### src/rtl/seg_base_unit.sv
module seg_base_unit #(
  parameter int ADDR_W = 64,
  parameter int LIM_W  = 32,
  parameter int SIZE_W = 4
) (
  input  logic                         clk,
  input  logic                         rst_n,
  input  logic                         mode64,
  input  logic                         req_valid,
  input  logic [2:0]                   seg_sel,
  input  logic [ADDR_W-1:0]            offset,
  input  logic [SIZE_W-1:0]            acc_size,
  input  logic [3:0][ADDR_W-1:0]       legacy_base,
  input  logic [5:0][LIM_W-1:0]        seg_limit,
  input  logic                         base_wr_en,
  input  logic [1:0]                   base_wr_sel,
  input  logic [ADDR_W-1:0]            base_wr_data,
  input  logic                         swap_gs,
  output logic [ADDR_W-1:0]            lin_addr,
  output logic                         addr_valid,
  output logic                         lim_fault
);
  localparam logic [2:0] TAG_FS = 3'd4;
  localparam logic [2:0] TAG_GS = 3'd5;
  localparam logic [1:0] WR_FS  = 2'd0;
  localparam logic [1:0] WR_GS  = 2'd1;
  localparam logic [1:0] WR_KGS = 2'd2;
  localparam int EXT_W = ADDR_W - LIM_W;

  logic [ADDR_W-1:0] fs_base, gs_base, kgs_base;
  logic [ADDR_W-1:0] gs_post, kgs_post;
  logic [ADDR_W-1:0] raw_base, eff_base, sum, addr_d;
  logic [LIM_W:0]    last_byte;
  logic [LIM_W-1:0]  lim_sel;
  logic [2:0]        lim_idx;
  logic              tag_ok, flat_seg, over, ok_d, bad_d;

  assign tag_ok   = seg_sel <= TAG_GS;
  assign flat_seg = ~seg_sel[2];
  assign lim_idx  = tag_ok ? seg_sel : 3'd0;
  assign lim_sel  = seg_limit[lim_idx];

  always_comb begin
    case (seg_sel)
      TAG_FS:  raw_base = fs_base;
      TAG_GS:  raw_base = gs_base;
      default: raw_base = legacy_base[seg_sel[1:0]];
    endcase
  end

  assign eff_base  = (mode64 && flat_seg) ? '0 : raw_base;
  assign sum       = eff_base + offset;
  assign last_byte = {1'b0, offset[LIM_W-1:0]} + (LIM_W+1)'(acc_size) - (LIM_W+1)'(1);
  assign over      = !mode64 && (last_byte > {1'b0, lim_sel});
  assign addr_d    = mode64 ? sum : {{EXT_W{1'b0}}, sum[LIM_W-1:0]};
  assign ok_d      = req_valid && tag_ok && !over;
  assign bad_d     = req_valid && (!tag_ok || over);

  assign gs_post  = swap_gs ? kgs_base : gs_base;
  assign kgs_post = swap_gs ? gs_base  : kgs_base;

  always_ff @(posedge clk) begin
    if (!rst_n) begin
      fs_base  <= '0;
      gs_base  <= '0;
      kgs_base <= '0;
    end else begin
      fs_base  <= (base_wr_en && base_wr_sel == WR_FS)  ? base_wr_data : fs_base;
      gs_base  <= (base_wr_en && base_wr_sel == WR_GS)  ? base_wr_data : gs_post;
      kgs_base <= (base_wr_en && base_wr_sel == WR_KGS) ? base_wr_data : kgs_post;
    end
  end

  always_ff @(posedge clk) begin
    if (!rst_n) begin
      lin_addr   <= '0;
      addr_valid <= 1'b0;
      lim_fault  <= 1'b0;
    end else begin
      lin_addr   <= ok_d ? addr_d : '0;
      addr_valid <= ok_d;
      lim_fault  <= bad_d;
    end
  end
endmodule

### config.mk
export PLATFORM = sky130hd
export DESIGN_NAME = seg_base_unit
export DESIGN_NICKNAME = d
export VERILOG_FILES = /design/src/rtl/seg_base_unit.sv
export SDC_FILE = /design/constraint.sdc
export NUM_CORES = 1
export LEC_CHECK = 0
export ABC_AREA = 1
export BUFFER_PORTS_ARGS = -buffer_cell sky130_fd_sc_hd__buf_2
export CORE_AREA = 2 2 254 256
export CTS_CLUSTER_SIZE = 20
export DETAILED_ROUTE_END_ITERATION = 16
export DIE_AREA = 0 0 256 258
export GPL_ROUTABILITY_DRIVEN = 1
export GPL_TIMING_DRIVEN = 1
export SLEW_MARGIN = 5
export SYNTH_ARGS = -nofsm -noshare
export SYNTH_HDL_FRONTEND = slang
export SYNTH_SLANG_ARGS = --single-unit
### constraint.sdc
create_clock -name clk -period 8.67 [get_ports clk]
set_input_delay 1.734 -clock clk [delete_from_list [all_inputs] [get_ports clk]]
set_output_delay 1.734 -clock clk [all_outputs]
set_load 0.005 [all_outputs]
==> summary.txt, run 1 <==
vias in the first global route: 23230
CTS tree: built
flops & latches, synth: 258
row cnt: 93
Leak: 11.99 nW
max_cap viols: 0
commonest non-fill, non-tap cell in the layout: nand2_1
Die Y: 258 um
1st-pass router iterations: 7
top cells by area, synth: dfxtp_1 25%, nand2_1 14%, nor2_1 9.7%
share of cells above drive strength 1: 20.71%
CTS Buffer Depth: 3
Netlist cell types: 59
post-CTS resize count: 0
sequential share of the synthesized area: 24.64%
Crit path max-delay family: buffers and inverters
switch share: 37.98%
CP startpoint kind: input pin
IO Pins: 657
Tightest Pin Transition: 1.177 ns
gr ovfl total: 0
area occupied by multi-input gates: 0.01401 mm^2
starting density of the core: 32.93%
status: complete, no violations
first-pass GRT wire length: 145.7 mm
NetSw: 1.566 mW
CP max stage delay: 0.95 ns
Crit-path slowest cell: inv_1
post-placement cell area: 0.02477 mm^2
register area: 0.005165 mm^2
Crit Path Max Fanout: 92
worst skew pair latency: 0.60 ns
asr flop ratio synth: 0%
Worst R2R Path Depth: 16
setup TNS: 0 ns
final hold viol count: 0
cell count after synthesis: 3358
commonest non-fill, non-tap cells in the layout: 750 x nand2_1, 653 x buf_2, 541 x nor2_1
DR vias/cell: 5.396
min cycle time layout: 5.972 ns
# Post-CTS Setup Buffers: 0
Initial DRC Count: 2368
Post-Syn Nets: 4081
max_slew headroom: 21.43%
residual DRC count: 0
non-filler instance count after layout: 4773
Int Power: 2.557 mW
clock network power share: 32.7%
RSZ-0062 raised after global routing: no
largest net degree at the start of global routing: 107
CORE AREA: 0.06365 mm^2
Hold Path Stages: 2
final RePlAce weighted congestion: 1.030
filler instances: 7030
Final ANT Viol Nets: 0
kind of critical path: input pin to register
Worst R2R End: lin_addr[32]
Worst EP arrival: 6.43 ns
Die Wd: 256 um
dpl hpwl: 78.86 mm
Final Max Tran Viols: 0
final WL: 99.82 mm
clk root buf: clkbuf_16
final setup violating endpoints: 0
wire per inst: 20.91 um
Crit path required time: 9.12 ns
Post-synth EDFFs: 0
Synth Cell Area: 0.02096 mm^2
Area growth syn-to-layout: 23.49%
fin crit share: 68.89%
Hold WC Path Type: register to register
Worst Hold End: fs_base[63]
Max IR drop VDD: 0.1541 mV
fmax: 167.4 MHz
Mean Syn Cell Area: 6.241 um^2
CP most frequent cell: nand2_1
Seq pwr share: 31.3%
CTS buffer count: 31
Synthesis Warnings: 0
H-tree depth: 1
Finished Cell Area: 0.02588 mm^2
placed insts: 4693
Power Density: 159.3 mW/mm^2
CTS sink cnt: 258
reg2reg start: gs_base[0]
Reg2Reg Setup Slack: 5.30 ns
Layout Nets: 4594
skew final: 0.02356 ns
I/O Buffers: 656
CP endpoint kind: register
Post-CTS Hold Fix Bufs: 0
All-Layer GR Usage: 28.52%
worst hold start: fs_base[63]
crit path buf inv count: 4
area share of the largest cell type after synthesis: 24.64%
Combinational Power Share: 36.0%
initial antenna violation count: 32
Synth Flop Type: dfxtp_1
die area: 0.06605 mm^2
most area-hungry cell type in the Yosys netlist: dfxtp_1
clock slew at reported path FFs: 0.07 ns
detailed-route via count: 25750
[tightest hold or removal path: cells and delay by family, from the launching register on]
family,cells,cell delay [ns]
buf+inv,1,0.06
flops,1,0.30
compound gates,1,0.05
[metal layers]
metal  wire length [um]  global-route usage (%)  vias up
met1              44830                   40.46    11940
met4               3070                   8.057       16
met2              43470                   44.35     1112
met3               8348                   4.741      169
li1                   -                       -    12520
met5                109                       0        -
[flip-flops by register name (all words and copies together), names as in the netlist]
register / cells
fs_base: 64
kgs_base: 64
gs_base: 64
lin_addr: 64
lim_fault: 1
addr_valid: 1
[logic make-up after synthesis]
group,count (synthesis),synth area share [%]
AOI/OAI and AO/OA,920,27.21
xor gates and xnor gates,60,2.507
adders and majority gates,132,7.952
buffers and inverters,477,8.728
DFF,258,24.64
and+or+nand+nor,1511,28.96
[worst max path at each step]
stage          slack [ns]            to  cells past startpoint  startpoint
2_1_floorplan        3.34  lin_addr[13]                     34   offset[1]
3_3_place_gp         2.32  lin_addr[32]                     19  seg_sel[1]
3_5_place_dp         2.30  lin_addr[31]                     25  seg_sel[0]
4_1_cts              2.91  lin_addr[32]                     19  seg_sel[1]
5_1_grt              2.22    addr_valid                     25  seg_sel[0]
6_report             2.70  lin_addr[31]                     25  seg_sel[0]
[power groups by stage]
stage	combinational (mW)	sequential [mW]	clock (mW)
3_3_place_gp	1.46	1.32	0
4_1_cts	1.46	1.29	1.38
6_report	1.48	1.29	1.35
3_5_place_dp	1.46	1.32	0
5_1_grt	1.63	1.30	1.42
2_1_floorplan	0.909	1.31	0
[synthesized netlist by cell type, types with 59 or more instances]
cell type / count
nand2_1: 754
nor2_1: 543
a21oi_1: 303
inv_1: 271
dfxtp_1: 258
o21ai_0: 245
clkbuf_1: 177
ha_1: 130
a311oi_1: 128
nand3_1: 113
o22ai_1: 59
[layout make-up]
cell class / count / area share, %
timing repair buffer: 682 / 13.48
inverter: 275 / 4.022
multi-input combinational: 2623 / 54.12
clock inverter: 16 / 0.6091
antenna: 22 / 0.2127
clock buffer: 42 / 3.466
sequential: 258 / 19.96
tap: 855 / 4.133
[per-stage QoR]
stage	worst slack (ns)	total power, mW	hold slack, ns	util [%]
2_1_floorplan	3.343	2.216	0.4301	-
3_3_place_gp	2.324	2.775	0.4496	38.92
3_5_place_dp	2.300	2.772	0.4487	38.92
4_1_cts	2.907	4.133	0.4510	40.58
5_1_grt	2.225	4.350	0.4858	40.62
6_report	2.698	4.124	0.4551	40.66
Power figures use the tool's default switching activity.
==> inputs of run 2 (changes only) <==
--- a/config.mk
+++ b/config.mk
@@ -7,10 +7,10 @@
 export LEC_CHECK = 0
 export ABC_AREA = 1
 export BUFFER_PORTS_ARGS = -buffer_cell sky130_fd_sc_hd__buf_2
-export CORE_AREA = 2 2 254 256
+export CORE_AREA = 2 2 255 257
 export CTS_CLUSTER_SIZE = 20
 export DETAILED_ROUTE_END_ITERATION = 16
-export DIE_AREA = 0 0 256 258
+export DIE_AREA = 0 0 257 259
 export GPL_ROUTABILITY_DRIVEN = 1
 export GPL_TIMING_DRIVEN = 1
 export SLEW_MARGIN = 5
==> constraint.sdc (replaced) <==
create_clock -name clk -period 6 [get_ports clk]
set_input_delay 1.2 -clock clk [delete_from_list [all_inputs] [get_ports clk]]
set_output_delay 1.2 -clock clk [all_outputs]
set_load 0.005 [all_outputs]
==> summary.txt, run 2 (same netlist as run 1, synthesis figures left out) <==
Max IR drop VDD: 0.2239 mV (+45%)
I/O Buffers: 656 (unchanged)
row cnt: 93 (unchanged)
area occupied by multi-input gates: 0.01401 mm^2 (unchanged)
starting density of the core: 32.81% (-0.12 points)
# Post-CTS Setup Buffers: 0 (unchanged)
DR vias/cell: 5.371 (-0.46%)
RSZ-0062 raised after global routing: no
CP max stage delay: 0.40 ns (-0.55 ns)
IO Pins: 657 (unchanged)
CTS Buffer Depth: 3 (unchanged)
Crit path max-delay family: simple AND/OR/NAND/NOR gates
Final Max Tran Viols: 0 (unchanged)
worst setup margin: 0.8918 ns (-1.806 ns)
Power Density: 231.0 mW/mm^2 (+45%)
status: complete, no violations
max_slew headroom: 24.38% (+3.0 points)
first-pass GRT wire length: 146.2 mm (+0.38%)
All-Layer GR Usage: 28.46% (-0.065 points)
Die Wd: 257 um (+0.39%)
final setup violating endpoints: 0 (unchanged)
Final ANT Viol Nets: 0 (unchanged)
residual DRC count: 0 (unchanged)
WL met1: 45.67 mm (+1.9%)
CTS sink cnt: 258 (unchanged)
CP startpoint kind: input pin
final hold viol count: 0 (unchanged)
initial antenna violation count: 34 (+6.3%)
1st-pass router iterations: 6 (-1)
min cycle time layout: 5.108 ns
clock slew at reported path FFs: 0.06 ns (about the same)
share of cells above drive strength 1: 20.78% (+0.070 points)
register area: 0.005165 mm^2 (unchanged)
CP endpoint kind: register
max_cap viols: 0 (unchanged)
Crit path required time: 6.48 ns (-2.64 ns)
fin crit share: 85.14%
setup TNS: 0 ns (unchanged)
dpl hpwl: 79.45 mm (+0.75%)
vias in the first global route: 23360 (+0.56%)
skew final: 0.03973 ns (+0.01616 ns)
wire per inst: 20.99 um (+0.37%)
commonest non-fill, non-tap cells in the layout: 750 x nand2_1, 653 x buf_2, 541 x nor2_1
commonest non-fill, non-tap cell in the layout: nand2_1
post-CTS resize count: 0 (unchanged)
CORE AREA: 0.06388 mm^2 (+0.37%)
H-tree depth: 1 (unchanged)
Die Y: 259 um (+0.39%)
die area: 0.06656 mm^2 (+0.78%)
Initial DRC Count: 2399 (+1.3%)
Worst EP arrival: 5.59 ns (-0.84 ns)
Hold WC Path Type: register to register
Layout Nets: 4608 (+0.30%)
crit path buf inv count: 6 (+2)
kind of critical path: input pin to register
worst skew pair latency: 0.61 ns (about the same)
final WL: 100.4 mm (+0.53%)
metal2 WL: 44.17 mm (+1.6%)
Tightest Pin Transition: 1.134 ns (-0.04308 ns)
gr ovfl total: 0 (unchanged)
fmax: 195.8 MHz
met3 wire length: 7.957 mm (-4.7%)
Leak: 12.08 nW (+0.78%)
final RePlAce weighted congestion: 1.039 (+0.89%)
highest metal used: met5
CTS tree: built
pre-CTS worst setup slack: 0.3394 ns (-1.961 ns)
clk root buf: clkbuf_16
Post-CTS Hold Fix Bufs: 0 (unchanged)
Crit-path slowest cell: fa_1
detailed-route via count: 25680 (-0.30%)
filler instances: 6962 (-0.97%)
Crit Path Max Fanout: 22 (-76%)
Area growth syn-to-layout: 24.45%
largest net degree at the start of global routing: 96 (-10%)
CP most frequent cell: nand2_1
CTS buffer count: 30 (-3.2%)
==> run 2: changes by cell type in the layout (fill, tap and decap cells not counted), sizes merged, moves of 2 or more <==
cell / change
inv: -3
buf: +15
diode: -3
clkinv: -8
clkbuf: +6
bufinv: +2
==> run 2: tightest hold or removal path: stages, from the launching register on <==
cell	delay (ns)
dfxtp_1	0.31
nand2_1	0.05
a311oi_1	0.07
==> run 2: path summary, 6_finish.rpt <==
kind,slack [ns],startpoint,end,depth (start not counted)
max,0.89,offset[1],lin_addr[31],35
min reg2reg,0.44,kgs_base[1],gs_base[1],2
min,0.44,kgs_base[1],gs_base[1],2
max reg2reg,2.76,gs_base[0],lin_addr[62],17
==> run 2: power by group <==
| group | total, mW | internal [mW] | switching, mW |
|---|---|---|---|
| clock network | 2.01 | 1.20 | 0.803 |
| registers | 1.86 | 1.81 | 0.0528 |
| logic | 2.16 | 0.759 | 1.40 |
| total | 6.03 | 3.77 | 2.25 |
==> run 2: area by class of cell <==
type / count / share of cell area (%)
multi-input combinational: 2623 / 53.70
clock inverter: 6 / 0.5948
clock buffer: 48 / 3.483
tap: 855 / 4.101
sequential: 258 / 19.80
inverter: 275 / 3.991
timing repair buffer: 697 / 14.15
antenna: 19 / 0.1823
==> run 2: per-stage QoR <==
stage / utilization (%) / hold WS (ns) / total power, mW / area [um^2] / std cells
after CTS: 40.76 / 0.4425 / 6.021 / 26040 / 4762
final: 40.83 / 0.4443 / 6.025 / 26080 / 4781
after global placement: 39.09 / 0.4426 / 4.021 / 24970 / 4708
after detailed placement: 39.09 / 0.4605 / 4.015 / 24970 / 4708
after floorplan: - / 0.4301 / 3.202 / 20960 / 3358
after global routing: 40.80 / 0.4872 / 6.349 / 26070 / 4774
==> run 2: layer usage <==
layer | track usage [%] | vias up
met1 | 40.80 | 11930
met4 | 6.799 | 22
met3 | 4.413 | 151
met2 | 44.50 | 1037
li1 | - | 12540
met5 | 0 | -
